## config.mk

```make
export PLATFORM = sky130hd
export DESIGN_NAME = mux_adc_readout
export DESIGN_NICKNAME = d
export VERILOG_FILES = /design/src/rtl/mux_rd_pkg.sv /design/src/rtl/mux_rd_fsm.sv /design/src/rtl/mux_rd_store.sv /design/src/rtl/mux_rd_regs.sv /design/src/rtl/mux_adc_readout.sv
export SDC_FILE = /design/constraint.sdc
export NUM_CORES = 1
export LEC_CHECK = 0
export BUFFER_PORTS_ARGS = -buffer_cell sky130_fd_sc_hd__buf_4
export CAP_MARGIN = 10
export CORE_UTILIZATION = 60
export DETAILED_ROUTE_END_ITERATION = 10
export PLACE_DENSITY = 0.8
export SLEW_MARGIN = 25
export SYNTH_ARGS = -nofsm -noshare
export SYNTH_HDL_FRONTEND = slang
export SYNTH_SLANG_ARGS = --single-unit
```

## constraint.sdc

```tcl
create_clock -name clk -period 5.3 [get_ports clk]
set_input_delay 0.53 -clock clk [delete_from_list [all_inputs] [get_ports clk]]
set_output_delay 0.53 -clock clk [all_outputs]
set_load 0.01 [all_outputs]
```

## src/rtl/mux_rd_pkg.sv

```systemverilog
package mux_rd_pkg;

    localparam int SAMPLE_W = 16;
    localparam int IDX_W    = 5;
    localparam int WORD_W   = 32;
    localparam int PAD_W    = WORD_W - SAMPLE_W - IDX_W - 1;

    typedef enum logic [2:0] {
        ST_IDLE,
        ST_TICK,
        ST_CONV,
        ST_WAIT,
        ST_FLUSH,
        ST_DRAIN
    } seq_state_e;

    // Flag lands on bit SAMPLE_W + IDX_W = 21
    typedef struct packed {
        logic [PAD_W-1:0]    pad;
        logic                last;
        logic [IDX_W-1:0]    panel;
        logic [SAMPLE_W-1:0] sample;
    } rd_word_t;

    // Chip channel feeding a given connector output
    function automatic int unsigned src_of_panel(input int unsigned panel,
                                                 input int unsigned n_ch);
        int unsigned half;
        half = (n_ch + 1) / 2;
        return (panel % 2 == 0) ? panel / 2 : half + panel / 2;
    endfunction

    function automatic rd_word_t pack_word(input logic [SAMPLE_W-1:0] s,
                                           input logic [IDX_W-1:0]    p,
                                           input logic                f);
        rd_word_t w;
        w.pad    = '0;
        w.last   = f;
        w.panel  = p;
        w.sample = s;
        return w;
    endfunction

endpackage

```

## src/rtl/mux_rd_fsm.sv

```systemverilog
module mux_rd_fsm
    import mux_rd_pkg::*;
#(
    parameter int NUM_CH      = 18,
    parameter int TIMEOUT_CYC = 64,
    localparam int CNT_W      = $clog2(NUM_CH),
    localparam int TO_W       = $clog2(TIMEOUT_CYC + 1)
) (
    input  logic             clk,
    input  logic             rst,
    input  logic             start,
    input  logic             adc_busy,
    output logic             mux_clk,
    output logic             adc_conv,
    output logic             cap_en,
    output logic [CNT_W-1:0] pos,
    output logic             drain_en,
    output logic             busy,
    output logic             timeout_err
);

    seq_state_e       state_q;
    logic [CNT_W-1:0] pos_q;
    logic [TO_W-1:0]  to_q;
    logic             err_q;
    logic             last_pos;
    logic             conv_done;

    assign last_pos  = (pos_q == CNT_W'(NUM_CH - 1));
    assign conv_done = (state_q == ST_WAIT) && !adc_busy && (to_q != '0);

    always_ff @(posedge clk) begin
        if (rst) begin
            state_q <= ST_IDLE;
            pos_q   <= '0;
            to_q    <= '0;
            err_q   <= 1'b0;
        end else begin
            unique case (state_q)
                ST_IDLE: begin
                    if (start) begin
                        err_q   <= 1'b0;
                        pos_q   <= '0;
                        state_q <= ST_TICK;
                    end
                end
                ST_TICK: state_q <= ST_CONV;
                ST_CONV: begin
                    to_q    <= '0;
                    state_q <= ST_WAIT;
                end
                ST_WAIT: begin
                    if (conv_done) begin
                        if (last_pos) begin
                            state_q <= ST_FLUSH;
                        end else begin
                            pos_q   <= pos_q + 1'b1;
                            state_q <= ST_TICK;
                        end
                    end else if (to_q == TO_W'(TIMEOUT_CYC - 1)) begin
                        err_q   <= 1'b1;
                        state_q <= ST_IDLE;
                    end else begin
                        to_q <= to_q + 1'b1;
                    end
                end
                ST_FLUSH: begin
                    pos_q   <= '0;
                    state_q <= ST_DRAIN;
                end
                ST_DRAIN: begin
                    if (last_pos) state_q <= ST_IDLE;
                    else          pos_q   <= pos_q + 1'b1;
                end
                default: state_q <= ST_IDLE;
            endcase
        end
    end

    assign mux_clk     = (state_q == ST_TICK) || (state_q == ST_FLUSH);
    assign adc_conv    = (state_q == ST_CONV);
    assign cap_en      = conv_done;
    assign pos         = pos_q;
    assign drain_en    = (state_q == ST_DRAIN);
    assign busy        = (state_q != ST_IDLE);
    assign timeout_err = err_q;

endmodule

```

## src/rtl/mux_rd_store.sv

```systemverilog
module mux_rd_store
    import mux_rd_pkg::*;
#(
    parameter int NUM_CH = 18,
    localparam int CNT_W = $clog2(NUM_CH)
) (
    input  logic                clk,
    input  logic                cap_en,
    input  logic [CNT_W-1:0]    pos,
    input  logic [SAMPLE_W-1:0] adc_data,
    input  logic                shift_flag,
    output rd_word_t            word
);

    logic [SAMPLE_W-1:0] samp_q [NUM_CH];
    logic [NUM_CH-1:0]   flag_q;
    logic [CNT_W-1:0]    src;

    for (genvar i = 0; i < NUM_CH; i++) begin : g_slot
        always_ff @(posedge clk) begin
            if (cap_en && pos == CNT_W'(i)) begin
                samp_q[i] <= adc_data;
                flag_q[i] <= shift_flag;
            end
        end
    end

    always_comb begin
        src  = CNT_W'(src_of_panel(32'(pos), NUM_CH));
        word = pack_word(samp_q[src], IDX_W'(pos), flag_q[src]);
    end

endmodule

```

## src/rtl/mux_rd_regs.sv

```systemverilog
module mux_rd_regs #(
    parameter int          ADDR_W       = 8,
    parameter int          DATA_W       = 32,
    parameter int          VERSION_ADDR = 49,
    parameter logic [31:0] VERSION      = 32'h0001_0004
) (
    input  logic              clk,
    input  logic              rst,
    input  logic              rd_en,
    input  logic [ADDR_W-1:0] rd_addr,
    output logic [DATA_W-1:0] rd_data
);

    always_ff @(posedge clk) begin
        if (rst) begin
            rd_data <= '0;
        end else if (rd_en) begin
            rd_data <= (rd_addr == ADDR_W'(VERSION_ADDR)) ? DATA_W'(VERSION) : '0;
        end
    end

endmodule

```

## src/rtl/mux_adc_readout.sv

```systemverilog
module mux_adc_readout
    import mux_rd_pkg::*;
#(
    parameter int          NUM_CH       = 18,
    parameter int          TIMEOUT_CYC  = 64,
    parameter int          ADDR_W       = 8,
    parameter int          VERSION_ADDR = 49,
    parameter logic [31:0] VERSION      = 32'h0001_0004
) (
    input  logic                clk,
    input  logic                rst,
    input  logic                start,
    output logic                mux_clk,
    output logic                adc_conv,
    input  logic                adc_busy,
    input  logic [SAMPLE_W-1:0] adc_data,
    input  logic                shift_flag,
    output logic                fifo_wr,
    output logic [WORD_W-1:0]   fifo_wdata,
    output logic                busy,
    output logic                timeout_err,
    input  logic                host_rd_en,
    input  logic [ADDR_W-1:0]   host_rd_addr,
    output logic [WORD_W-1:0]   host_rd_data
);

    localparam int CNT_W = $clog2(NUM_CH);

    logic             cap_en;
    logic [CNT_W-1:0] pos;
    rd_word_t         word;

    mux_rd_fsm #(.NUM_CH(NUM_CH), .TIMEOUT_CYC(TIMEOUT_CYC)) u_fsm (
        .clk(clk), .rst(rst), .start(start), .adc_busy(adc_busy),
        .mux_clk(mux_clk), .adc_conv(adc_conv), .cap_en(cap_en), .pos(pos),
        .drain_en(fifo_wr), .busy(busy), .timeout_err(timeout_err)
    );

    mux_rd_store #(.NUM_CH(NUM_CH)) u_store (
        .clk(clk), .cap_en(cap_en), .pos(pos), .adc_data(adc_data),
        .shift_flag(shift_flag), .word(word)
    );

    mux_rd_regs #(
        .ADDR_W(ADDR_W), .DATA_W(WORD_W),
        .VERSION_ADDR(VERSION_ADDR), .VERSION(VERSION)
    ) u_regs (
        .clk(clk), .rst(rst), .rd_en(host_rd_en), .rd_addr(host_rd_addr),
        .rd_data(host_rd_data)
    );

    assign fifo_wdata = word;

endmodule

```

# == After elaboration in Yosys (flattened, before gate mapping) ==
# Memory sizes are Yosys's and may differ from the RTL's.
# Index checks and enable logic that the tools add are counted.
# Widths: inputs -> output; s select.
# op_classes
add_sub_neg,3
magnitude_cmp,1
n_eq_ne,31
muxes,108
reduce_logical,51
# op_table
cell,count
$mux 16,17
$reduce_or 16->1,17
$mux 5,21
$mux 1,57
$eq 5x4->1 const B,8
$logic_not 32->1,1
$eq 5x3->1 const B,4
$logic_and 1x1->1,20
$pmux 5 s4,1
$pmux 3 s6,1
$mux 17,1
$mux 3,5
$mux 7,2
$pmux 7 s2,1
$eq 5x2->1 const B,2
$eq 5x5->1 const B,2
$reduce_and 3->1,3
$eq 8x6->1 const B,1
$ne 2x2->1 const B,4
$add 7x1->7 const B,1
$eq 7x6->1 const B,1
$reduce_bool 7->1,1
$eq 3x2->1 const B,2
$eq 3x3->1 const B,2
17 further kinds,19
# word_totals
reg_bits,66
ram_bits,288
inputBits,30
out_inout_bits,69
wordCells,218
memories,1
# mem_list
name,depth,width,read_ports,rd_clocked_by_memory_dff,wr,line_no,rtl
u_store.samp_q,18,16,1,0,1,mux_rd_store.sv:15,logic [SAMPLE_W-1:0] samp_q [NUM_CH];

# == Longest topological paths before layout ==
# logic_depth
ltp_word,24
mapped_depth,10
depth_no_buf,7

# == Cells and area by module ==
# From an unflattened synthesis, not the netlist that was laid out.
# hier_totals
hier_cells,782
area_unflattened_um2,13472.9
# by_module_without_submodules
module,instances,cells_each,area_each_um2,seq_area_each_um2
mux_rd_store,1,617,12199.2,9188.8
mux_rd_fsm,1,126,982.2,320.3
mux_rd_regs,1,39,291.5,20.0

# == Worst setup path before layout ==
# No wires, ideal clock.
# synth_path
kind,flip-flop to output port
start,register u_fsm.pos_q[0] (netlist: u_fsm.pos[0])
end,output port fifo_wdata[10]
t_arrival_ns,2.404
t_required_ns,4.770
setup_slack_ns,2.366
stages_incl_launch_ff,10
path_buffers,5
path_cell_list,dfxtp_1 buf_6 inv_1 ha_1 buf_2 buf_2 clkbuf_1 buf_2 mux2i_1 a21oi_1
# synth_between
elab_chain_len,3
# synth_lines
item,line_no,rtl
start: declaration,mux_rd_fsm.sv:23,logic [CNT_W-1:0] pos_q;
start signal: assignment,mux_rd_fsm.sv:57,pos_q <= pos_q + 1'b1;
start signal: assignment,mux_rd_fsm.sv:73,else pos_q <= pos_q + 1'b1;
$logic_not 32->1,mux_rd_pkg.sv:30,return (panel % 2 == 0) ? panel / 2 : half + panel / 2;
$mux 5,mux_rd_pkg.sv:30,
$mem_v2 18x16,-,
end: declaration,mux_adc_readout.sv:19,"output logic [WORD_W-1:0] fifo_wdata,"
# Every way passes these cells.

# == Final worst setup path ==
# layout_path
start,register u_fsm.pos_q[2] (netlist: u_fsm.pos[2])
end,output port fifo_wdata[21]
# layout_between
elab_chain_len,4
# layout_lines
item,line_no,rtl
$add 4x4->5,mux_rd_pkg.sv:30,
$mux 5 *,mux_rd_pkg.sv:30,
$bmux 1 s5 *,mux_rd_store.sv:30,"word = pack_word(samp_q[src], IDX_W'(pos), flag_q[src]);"
$mux 1 (implied by the code) *,mux_rd_store.sv:30,
# Every way passes the cells marked *; elsewhere a longest branch is shown, timed or not. The select of a mux whose other input is x is not followed.

==> flow_summary.json <==
{
  "outcome": "completed",
  "initial_core_util_pct": 61.20,
  "synth-compound-area-share_pct": 4.965,
  "total_power_mw": 5.261,
  "synth.area.mux_share_pct": 13.35,
  "synth_seq_cells": 323,
  "placed_cells_incl_taps": 1087,
  "synthTopCellsByArea": "edfxtp_1, mux4_2, mux2i_1",
  "hp-class": "in2reg",
  "ir_drop_uv": 253.1,
  "synth_edf_count": 306,
  "tns_ns": 0,
  "power_density_nw_per_um2": 349.7,
  "detail-route-antenna-nets": 0,
  "fp.dieW_um": 151.2,
  "cts_max_level": 1,
  "synth_top_family_by_area": "multiplexers",
  "clock.fmax_mhz": 220.6,
  "critPathCaptureType": "output pin",
  "globalRoute.totalOverflow": 0,
  "num_vias": 7237,
  "drt_iter0_drc": 735,
  "syn_area_per_cell_um2": 17.51,
  "crit_fanout": 11,
  "yosysSeqAreaShare_pct": 71.34,
  "yosys.area_share.xor_xnor_pct": 0.4028,
  "root_buffer": "clkbuf_16",
  "cts_resized": 0,
  "postCtsSetupRepairBufs": 0,
  "period_minus_slack_ns": 4.534,
  "crit_chain": "ha_1 > nand2_1 > xor2_1 > buf_4 > nor3_1 > a2111oi_0 > o31ai_1 > buf_4",
  "fill_cells": 1288,
  "fin_ws_ns": 0.7662,
  "nNetsFinal": 878,
  "cp.required_ns": 4.77,
  "slew_headroom_pct": 33.76,
  "synth-simple-area-share_pct": 5.002,
  "path_clk_slew_ns": 0.06,
  "diodes": 0,
  "dp_hpwl_um": 16530,
  "critical_path_class": "reg2out",
  "path_buf_inv": 2,
  "area_growth_pct": 12.65,
  "finalCritPeriodShare_pct": 85.54,
  "die_y_um": 151.2,
  "seq_area_um2": 9529,
  "async_flop_share_pct": 0,
  "grt_antenna_before_repair": 1,
  "critPathSlowestCell": "xor2_1",
  "multiInputGateArea_um2": 3518,
  "rsz0062_at_grt": "false",
  "finalSetupViolations": 0,
  "synthAdderAreaFrac_pct": 0.7494,
  "grt_busiest_layer": "met2",
  "grt_usage_pct": 25.75,
  "synth_area_leader_cell": "edfxtp_1",
  "synth-main-ff-cell": "edfxtp_1",
  "preCtsSetupSlack_ns": 1.380,
  "met1_usage_pct": 33.81,
  "maxSlewViolCount": 0,
  "yosysWarnings": 0,
  "grt_pass1_wl_um": 42130,
  "holdBufCountCts": 0,
  "crit_arrival_ns": 4.00,
  "syn_inst": 763,
  "die-area_um2": 22860,
  "critPathTopFamily": "compound AO/OA/AOI/OAI gates",
  "leakagePower_nw": 4.924,
  "num_io_pins": 99,
  "min-delay-start": "rst",
  "drive_gt1_share_pct": 25.09,
  "ys_types": 57,
  "finClkSkew_ns": 0.01317,
  "core-area_um2": 21820,
  "final_cells": 1141,
  "grt_use_met3_pct": 4.127,
  "worst_pin_slew_ns": 0.9865,
  "synth_top_cell_area_share_pct": 68.80,
  "cts_inserted_buffers": 30,
  "first_pass_iters": 5,
  "cts_tree": "built",
  "timing.rr.end": "u_store.samp_q[3][8]",
  "hold_path_end": "u_fsm.pos[1]",
  "wl_per_cell_um": 25.26,
  "grt_pass1_vias": 7129,
  "met2_usage_pct": 42.81,
  "final_cell_mix": "edfxtp_1, buf_4, mux4_2, nand2_1, mux2i_1",
  "r2r-start": "u_fsm.to_q[0]",
  "final_core_util_pct": 68.94,
  "holdPathStages": 2,
  "final_common_cell": "edfxtp_1",
  "critical-path-max-stage-delay_ns": 0.71,
  "finalHoldViolCount": 0,
  "gp_congestion": 0.8044,
  "drc_errors": 0,
  "num_rows": 54,
  "ff2ff_path_depth": 8,
  "vias_per_cell": 6.343,
  "maxCapViolCount": 0,
  "synth_area_um2": 13360,
  "grt_max_degree": 47,
  "drt-total-wl_um": 28820,
  "insertion_delay_ns": 0.55,
  "critPathLaunchType": "register",
  "r2r_slack_ns": 2.02,
  "clock_sinks": 323,
  "clk_path_buf_depth": 3,
  "path_common_cell": "buf_4",
  "portBuffers": 58
}
synth_stat cells (2+ instances only):
cell and number:
edfxtp_1 306, nand2_1 49, or2_2 2, xnor2_1 2, a31oi_1 2, clkbuf_1 9
ha_1 8, a2111oi_0 3, o31ai_1 6, inv_1 8, o21ai_0 11, nand4b_1 3
nand3_1 5, nor2_1 24, and3_1 7, or4_1 5, nor3_1 9, dfxtp_1 17
mux2i_1 42, nor2b_1 15, or3_1 7, a21oi_1 32, o211ai_1 2, buf_2 21
buf_6 4, mux2_2 9, mux4_2 55, a211oi_1 10, o22ai_1 6, a32o_1 11
a21boi_0 3, buf_4 44, o31ai_2 2
through the flow:
step           hold WS, ns  area (um^2)
6_report            0.2426        15050
5_1_grt             0.2573        15050
4_1_cts             0.2233        15010
3_5_place_dp        0.4522        14060
3_3_place_gp        0.4465        14030
2_1_floorplan       0.4367        13500
cells by family (layout without fill, tap and decap cells):
kind of cell	count (synthesis)	count (layout)
adders and majority gates	8	8
muxes	107	107
DFF	323	323
AOI/OAI and AO/OA	97	97
other	1	40
and+or+nand+nor	134	134
buffers and inverters	89	148
xor gates and xnor gates	4	4
worst max path at each step:
stage / from / end / slack (ns) / depth (start not counted)
5_1_grt: u_fsm.pos[2] / fifo_wdata[21] / 0.55 / 8
6_report: u_fsm.pos[2] / fifo_wdata[21] / 0.77 / 8
3_5_place_dp: u_fsm.pos[2] / fifo_wdata[21] / 1.38 / 8
3_3_place_gp: u_fsm.pos[0] / fifo_wdata[2] / 1.55 / 8
2_1_floorplan: u_fsm.pos[0] / fifo_wdata[10] / 2.37 / 9
4_1_cts: u_fsm.pos[2] / fifo_wdata[21] / 0.67 / 8
routing by layer:
layer / up-vias / part of all wire, %
li1: 3099 / -
met1: 3636 / 37
met2: 429 / 51
met3: 71 / 8.1
met4: 2 / 3.6
met5: - / 0.045
power by group:
group,internal (mW),total [mW],switching [mW]
sequential,2.80,2.81,0.0158
combinational,0.139,0.352,0.213
clock,1.22,2.10,0.876
total,4.16,5.26,1.10
final cells by class:
class                           instances  area share (%)
Timing Repair Buffer                   85           4.374
Sequential cell                       323           63.33
Tap cell                              280           2.328
Multi-Input combinational cell        390           23.38
Clock buffer                           40           5.447
Inverter                               10          0.2495
Clock inverter                         13          0.8815
sequential cells by signal, indices dropped and copies added, names as in the netlist:
name               flops
u_fsm.state_q          3
u_regs.rd_data         1
u_fsm.pos              5
u_store.samp_q       288
u_fsm.timeout_err      1
u_fsm.to_q             7
u_store.flag_q        18
(Power assumes the default switching activity.)
